===== src/rtl/dpwm_pkg.sv =====
package dpwm_pkg;

    // Action taken on the output level at the next edge
    typedef enum logic [1:0] {
        LVL_HOLD = 2'd0,
        LVL_SET  = 2'd1,
        LVL_CLR  = 2'd2
    } lvl_act_e;

    localparam int unsigned DPWM_DEF_W = 8;

endpackage


===== src/rtl/dpwm_down_counter.sv =====
module dpwm_down_counter #(
    parameter int unsigned CNT_W = 8
) (
    input  logic             clk,
    input  logic             rst_n,
    output logic [CNT_W-1:0] cnt_o,
    output logic             wrap_o
);
    localparam logic [CNT_W-1:0] CNT_MAX  = {CNT_W{1'b1}};
    localparam logic [CNT_W-1:0] CNT_ZERO = '0;
    localparam logic [CNT_W-1:0] CNT_ONE  = {{(CNT_W-1){1'b0}}, 1'b1};

    typedef struct packed {
        logic [CNT_W-1:0] cnt;
    } cnt_st_t;

    cnt_st_t st_d, st_q;

    always_comb begin
        st_d = st_q;
        if (st_q.cnt == CNT_ZERO) begin
            st_d.cnt = CNT_MAX;
        end else begin
            st_d.cnt = st_q.cnt - CNT_ONE;
        end
    end

    always_ff @(posedge clk or negedge rst_n) begin
        if (!rst_n) begin
            st_q.cnt <= CNT_MAX;
        end else begin
            st_q <= st_d;
        end
    end

    assign cnt_o  = st_q.cnt;
    assign wrap_o = (st_q.cnt == CNT_ZERO);


    cnt_step_chk: assert property (@(posedge clk) disable iff (!rst_n)
        (st_q.cnt != CNT_ZERO) |=> (st_q.cnt == $past(st_q.cnt) - CNT_ONE));


    cnt_wrap_chk: assert property (@(posedge clk) disable iff (!rst_n)
        (st_q.cnt == CNT_ZERO) |=> (st_q.cnt == CNT_MAX));

endmodule


===== src/rtl/dpwm_duty_latch.sv =====
module dpwm_duty_latch #(
    parameter int unsigned CNT_W = 8
) (
    input  logic             clk,
    input  logic             rst_n,
    input  logic             load_i,
    input  logic [CNT_W-1:0] duty_i,
    output logic [CNT_W-1:0] duty_o
);
    typedef struct packed {
        logic [CNT_W-1:0] duty;
    } duty_st_t;

    duty_st_t st_d, st_q;

    always_comb begin
        st_d = st_q;
        if (load_i) begin
            st_d.duty = duty_i;
        end
    end

    always_ff @(posedge clk or negedge rst_n) begin
        if (!rst_n) begin
            st_q.duty <= '0;
        end else begin
            st_q <= st_d;
        end
    end

    assign duty_o = st_q.duty;


    duty_hold_chk: assert property (@(posedge clk) disable iff (!rst_n)
        !load_i |=> $stable(st_q.duty));


    duty_take_chk: assert property (@(posedge clk) disable iff (!rst_n)
        load_i |=> (st_q.duty == $past(duty_i)));

endmodule


===== src/rtl/dpwm_level_stage.sv =====
module dpwm_level_stage
    import dpwm_pkg::*;
#(
    parameter int unsigned CNT_W = 8
) (
    input  logic             clk,
    input  logic             rst_n,
    input  logic [CNT_W-1:0] cnt_i,
    input  logic [CNT_W-1:0] duty_i,
    input  logic             wrap_i,
    output logic             pwm_o
);
    typedef struct packed {
        logic lvl;
    } lvl_st_t;

    lvl_st_t  st_d, st_q;
    lvl_act_e act;

    always_comb begin
        // Clearing at wrap has priority, which keeps a zero duty low
        if (wrap_i) begin
            act = LVL_CLR;
        end else if (cnt_i == duty_i) begin
            act = LVL_SET;
        end else begin
            act = LVL_HOLD;
        end

        st_d = st_q;
        unique case (act)
            LVL_SET:  st_d.lvl = 1'b1;
            LVL_CLR:  st_d.lvl = 1'b0;
            default:  st_d.lvl = st_q.lvl;
        endcase
    end

    always_ff @(posedge clk or negedge rst_n) begin
        if (!rst_n) begin
            st_q.lvl <= 1'b0;
        end else begin
            st_q <= st_d;
        end
    end

    assign pwm_o = st_q.lvl;


    pwm_rise_chk: assert property (@(posedge clk) disable iff (!rst_n)
        $rose(st_q.lvl) |-> ($past(cnt_i) == $past(duty_i)) && !$past(wrap_i));


    pwm_fall_chk: assert property (@(posedge clk) disable iff (!rst_n)
        wrap_i |=> !st_q.lvl);


    pwm_zero_duty_chk: assert property (@(posedge clk) disable iff (!rst_n)
        (duty_i == '0) |-> !st_q.lvl);

endmodule


===== src/rtl/dpwm_sync.sv =====
module dpwm_sync #(
    parameter int unsigned CNT_W = dpwm_pkg::DPWM_DEF_W
) (
    input  logic             clk,
    input  logic             rst_n,
    input  logic [CNT_W-1:0] duty_in,
    output logic             pwm_out,
    output logic             sync_out
);
    logic [CNT_W-1:0] cnt_w;
    logic [CNT_W-1:0] duty_w;
    logic             wrap_w;

    dpwm_down_counter #(.CNT_W(CNT_W)) i_cnt (
        .clk    (clk),
        .rst_n  (rst_n),
        .cnt_o  (cnt_w),
        .wrap_o (wrap_w)
    );

    // The duty is taken on the edge that ends the strobe cycle
    dpwm_duty_latch #(.CNT_W(CNT_W)) i_duty (
        .clk    (clk),
        .rst_n  (rst_n),
        .load_i (wrap_w),
        .duty_i (duty_in),
        .duty_o (duty_w)
    );

    dpwm_level_stage #(.CNT_W(CNT_W)) i_lvl (
        .clk    (clk),
        .rst_n  (rst_n),
        .cnt_i  (cnt_w),
        .duty_i (duty_w),
        .wrap_i (wrap_w),
        .pwm_o  (pwm_out)
    );

    assign sync_out = wrap_w;


    sync_single_chk: assert property (@(posedge clk) disable iff (!rst_n)
        sync_out |=> !sync_out);


    pwm_low_first_chk: assert property (@(posedge clk) disable iff (!rst_n)
        sync_out |=> !pwm_out);

endmodule


===== config.mk =====
export PLATFORM = sky130hd
export DESIGN_NAME = dpwm_sync
export DESIGN_NICKNAME = d
export VERILOG_FILES = /design/src/rtl/dpwm_pkg.sv /design/src/rtl/dpwm_down_counter.sv /design/src/rtl/dpwm_duty_latch.sv /design/src/rtl/dpwm_level_stage.sv /design/src/rtl/dpwm_sync.sv
export SDC_FILE = /design/constraint.sdc
export NUM_CORES = 1
export LEC_CHECK = 0
export ABC_CLOCK_PERIOD_IN_PS = 2200
export BUFFER_PORTS_ARGS = -buffer_cell sky130_fd_sc_hd__buf_2
export CELL_PAD_IN_SITES_DETAIL_PLACEMENT = 0
export CELL_PAD_IN_SITES_GLOBAL_PLACEMENT = 1
export CORE_AREA = 2 2 49 51
export DETAILED_ROUTE_END_ITERATION = 16
export DIE_AREA = 0 0 51 53
export MAX_ROUTING_LAYER = met4
export PLACE_DENSITY = 0.68
export SLEW_MARGIN = 20
export SYNTH_ARGS = -nofsm -noshare
export SYNTH_HDL_FRONTEND = slang
export SYNTH_HIERARCHICAL = 1
export SYNTH_SLANG_ARGS = --single-unit

===== constraint.sdc =====
create_clock -name clk -period 2.2 [get_ports clk]
set_clock_uncertainty 0.1 [all_clocks]
set_input_delay 0.44 -clock clk [delete_from_list [all_inputs] [get_ports clk]]
set_output_delay 0.44 -clock clk [all_outputs]
set_load 0.05 [all_outputs]

; ---- Word level (Yosys, flattened, before mapping)
; Cells that the tools add are included.
; Widths: inputs -> output; s select.
[totals]
register_bits = 17
in_bits = 10
word_cells = 13
[classes]
addsub = 1
n_eq_ne = 3
n_mux = 4
reduce_logical = 2
[ops]
columns = cell, n
row1 = $eq 8x8->1, 1
row2 = $logic_not 8->1, 1
row3 = $mux 8, 1
row4 = $sub 8x1->8 const B, 1
row5 = $eq 2x1->1 const B, 1
row6 = $eq 2x2->1 const B, 1
row7 = $mux 2, 1
row8 = $pmux 1 s2, 1
row9 = $reduce_bool 2->1, 1
row10 = $mux 1, 1

; ---- Longest topological paths before layout
[logic_depth]
word_depth = 5
mapped_depth = 7
depth_no_buf = 6

; ---- Hierarchy
; The synthesis kept the hierarchy.
[by_module_without_submodules]
columns = module, n_inst, cells_each, area_per_inst_um2, seq_area_each_um2
row1 = dpwm_down_counter, 1, 43, 431.7, 210.2
row2 = dpwm_duty_latch, 1, 17, 331.6, 200.2
row3 = dpwm_level_stage, 1, 13, 116.4, 25.0

; ---- Least setup slack after synthesis
; Ideal clock, no wire load.
[synth_path]
path_type = register -> register
from = register i_cnt.st_q, in the netlist i_cnt/cnt_o[0]
to = register i_duty.st_q, in the netlist i_duty/duty_o[0]
t_arrival_ps = 1843
slack_ps = 131
stages_incl_launch_ff = 8
path_buffers = 1
period_less_slack_ps = 2069
cell_sequence = dfstp_2 > inv_1 > ha_1 > nor3b_1 > nand2_1 > inv_1 > buf_6 > mux2_4
[synth_via]
elab_chain_len = 1
[synth_lines]
columns = element, line
row1 = start: declaration, dpwm_down_counter.sv:17  ; cnt_st_t st_d, st_q;
row2 = start signal: assignment, dpwm_down_counter.sv:32  ; st_q <= st_d;
row3 = $logic_not 8->1, dpwm_down_counter.sv:37  ; assign wrap_o = (st_q.cnt == CNT_ZERO);
row4 = net sync_out, dpwm_sync.sv:8  ; output logic sync_out
row5 = end signal: assignment, dpwm_duty_latch.sv:27  ; st_q <= st_d;
row6 = end: declaration, dpwm_duty_latch.sv:14  ; duty_st_t st_d, st_q;
; The timed path passes the listed nets, and every way through them passes these cells.
; A chain may end at the register's enable or synchronous reset.

; ---- Final worst setup path
[layout_path]
from = register i_cnt.st_q, in the netlist i_cnt/cnt_o[0]
to = output sync_out
[layout_via]
elab_chain_len = 1
[layout_lines]
columns = element, line
row1 = $logic_not 8->1, dpwm_down_counter.sv:37
row2 = end: declaration, dpwm_sync.sv:8
; No other way between the ends.

==> results <==
- The CTS tree is done.
- The CTS root buffer is clkbuf_4.
- The clock net in this run drives a total of 17 sinks.
- The measured slew at the worst slew-check pin is 0.3933 ns.
- The post-synthesis area per instance is 12.05 µm².
- The share of final-layout standard cells stronger than drive strength 1 is 41.76%.
- The post-synth net total is 85.
- The data arrival time at the worst-slack endpoint is 1.58 ns.
- The number of placed instances, taps included is 112.
- The number of max-cap violations is 0.
- In this run the critical register-to-register path is captured at i_duty/duty_o[1].
- The post-layout total power is 0.0005388 W.
- The count of input and output buffers is 11.
- The via count of the first global-routing pass came to 583.
- For the worst setup path, the data required time is 1.66 ns.
- The signal on the critical path passes through inv_1 > ha_2 > nor3b_2 > nand2_1 > inv_2 > buf_6.
- The clock transition at the register clock pins on the worst setup and hold paths after CTS is 0.10 ns.
- Counting the buffers created by CTS gives 3.
- The repair_antennas step left the layout with diodes totalling 0.
- The final cell count without fillers is 119.
- The final hold violation count is 0.
- The worst-case vdd ir drop is 0.2976 mV.
- The count of antenna-violating nets left after detailed routing is 0.
- For the worst-skew pair, the clock arrives at the later sink with an insertion delay of 0.29 ns.
- For this design the total switching power over the nets is 0.0001231 W.
- In this run the register-to-register setup slack is 0.35 ns.
- For the worst flop-to-flop path, the logic depth is 7.
- The internal power consumption is 0.0004156 W.
- Dividing total power by cell area gives a power density of 522.6 mW/mm².
- In this run the vertical extent of the chip is 53 µm.
- The floorplan step defined a die boundary enclosing 0.002703 mm².
- The floorplan has 17 rows.
- The number of primary I/O pins is 12.
- After routing the design area is 0.001031 mm².
- For this block, the initial DRC count from the detailed router was 1.
- Sequential elements use 49.50% of the synthesized area.
- The worst hold path belongs to the class primary input to flop.
- Per report_power, the combinational group accounts for 8.4% of the total.
- The clock share of power is 30.4%.
- Measured along the x axis, the die boundary spans 51 µm.
- CTS built an H-tree with a depth of 1.
- Derived from the worst setup path, the maximum achievable clock frequency is 471.4 MHz.
- The DRC violation count after routing is 0.
- The part of the power in registers is 61.2%.
- The initial antenna violation count is 0.
- Setup repair after global routing left no endpoint under its margin.
- For this configuration, the core starts out at a cell density of 40.94%.
- The worst setup path is launched from a flop.
- The startpoint identified for the worst register-to-register timing path is i_cnt/cnt_o[0].
- The largest net degree at the start of global routing is 18.
- Across all layers, the routed design uses 565 vias.
- The destination of the worst hold path is i_duty/duty_o[0].
- The post-synthesis instance area is 879.6 µm².
- The max-slew violation count is 0.
- The net count reported at finish is 104.
- STA classifies the critical path endpoint as an output pin.
- The gate count of the mapped netlist is 73.
- In this run, synthesis produced a sequential element count of 17.
- The number of cells on the worst hold path is 2.
- The flow ran to the end, and the final reports show no timing, DRC or antenna violations.
- Of all nets on the critical path, the largest fanout is 4.
- The critical path class is flop to output pin.
- The layout has 211 filler cells.
- In the layout the commonest cells are 10 x buf_2, 9 x dfrtp_1, 8 x dfstp_2, 8 x mux2_4, 8 x xor2_1.
- The final setup violation count is 0.
- For this run, the total global-route usage over all layers was measured as 14.63%.
- The switching power share of the total is 22.86%.
- On the worst path, the slowest cell contributes a delay of 0.57 ns.
- The clock period minus worst slack is 2.121 ns.
- The total placed instance area is 965.9 µm².
- The synthesized netlist contains 20 unique library cells.
- The area overhead of the layout relative to synthesis is 17.21%.
- The commonest non-fill, non-tap cell in the layout is buf_2.
- The via density per instance is 4.748.
- The startpoint identified for the worst hold timing path is duty_in[0].
- Adding up every negative setup slack in the final design gives 0 ns.
- Routability-driven placement finished with a final weighted congestion of 0.7715.
- The leakage power is 0.4759 nW.
- The post-detailed-route wirelength per cell is 13.74 µm.
- Summed over all nets, the half-perimeter wirelength after detailed placement is 1141 µm.
- The slowest stage of the critical path belongs to the cell dfstp_2.
- Counting along the longest clock path gives a buffer depth of 2.
- The routed design has 1635 µm of wire.
- After layout, the worst path uses 96.42% of the clock period.
- The first global-routing pass estimated 2760 µm of wire.
- The first-pass iteration count of the detailed router is 3.
- The placeable core region is 0.002148 mm².
- Global routing finished with a remaining overflow of 0.
- Measured against its own limit, the worst slew margin works out to 73.78%.
- The yosys synthesis warning count is 6.
==> what timing repair did <==
item,4_1_cts,5_1_grt
hold buffers,1,0
resized for setup,1,4
buffers inserted,1,1
endpoints found under the setup margin,1,1
endpoints found under the hold margin,9,0
pin swaps,1,0
==> power groups by stage <==
stage                      logic, W  clock network [W]  registers [W]
after CTS                 0.0000463           0.000175       0.000330
after floorplan           0.0000176                  0       0.000342
after global placement    0.0000439                  0       0.000335
after detailed placement  0.0000448                  0       0.000335
after global routing      0.0000499           0.000189       0.000332
final                     0.0000452           0.000164       0.000330
==> cell usage after synthesis <==
cell type,number,area share (%)
nor3_2,1,1.1
dfrtp_1,9,26
dfstp_2,8,24
nor3_1,3,1.7
xnor2_1,3,3.0
ha_1,2,2.8
nand2_1,5,2.1
xor2_1,8,8.0
nor2_1,3,1.3
inv_1,6,2.6
nor3b_1,2,1.7
nor4b_1,1,1.0
mux2_4,8,14
and3_1,3,2.1
o21ai_1,2,1.1
nor2b_1,2,1.4
a21oi_1,3,1.7
nor4_4,1,2.4
nor4_1,2,1.4
buf_6,1,1.3
==> layout make-up <==
type                    count  area, µm²  area share [%]
flip-flops and latches     17      435.4           42.23
well taps                  28      35.03           3.398
inverters                   6      22.52           2.184
multi-input cells          49      417.9           40.53
clock buffers               4      26.28           2.549
repair buffers             15      93.84           9.102
==> registers in the layout, summed over array words and instances (netlist names) <==
register	cells
i_cnt/cnt_o	8
i_lvl/pwm_o	1
i_duty/duty_o	8
==> metal layers <==
metal  share of wire (%)  vias to the layer above  global-route usage (%)
li1                    -                      278                       -
met1                  48                      273                   17.47
met2                  48                       12                   23.38
met3                 4.0                        2                   5.085
met4                0.67                        0                   4.505
met5                   0                        -                       -
==> kinds of logic after synthesis <==
family / count (synthesis) / share of synthesized area [%]
XOR/XNOR: 11 / 10.95
AND/OR/NAND/NOR: 23 / 16.36
multiplexers: 8 / 13.66
adder cells (fa/ha/maj): 2 / 2.844
buffers and inverters: 7 / 3.840
AO/OA/AOI/OAI: 5 / 2.844
flip-flops: 17 / 49.50
==> worst max-delay path by stage <==
stage / from / slack, ns / cells past startpoint / end
floorplan: i_cnt/cnt_o[0] / 0.13 / 7 / i_duty/duty_o[0]
global placement: i_cnt/cnt_o[0] / 0.27 / 6 / sync_out
detailed placement: i_cnt/cnt_o[0] / 0.25 / 6 / sync_out
CTS: i_cnt/cnt_o[0] / 0.02 / 6 / sync_out
global route: i_cnt/cnt_o[0] / 0.002 / 6 / sync_out
finish: i_cnt/cnt_o[0] / 0.08 / 6 / sync_out
==> critical path, delay by kind of cell, from the launching register on <==
family | cells | cell delay, ns
DFF | 1 | 0.57
adders and majority gates | 1 | 0.19
buffers and inverters | 3 | 0.26
and+or+nand+nor | 2 | 0.27
==> per-stage QoR <==
step | hold WS (ns) | worst slack (ns) | utilization, %
2_1_floorplan | 0.04441 | 0.1314 | -
3_3_place_gp | 0.2799 | 0.2736 | 44.96
3_5_place_dp | 0.2843 | 0.2545 | 44.96
4_1_cts | 0.2635 | 0.01788 | 47.12
5_1_grt | 0.2617 | 0.001769 | 47.99
6_report | 0.2728 | 0.07870 | 47.99
Note: power is estimated with default switching activity, not from simulation.
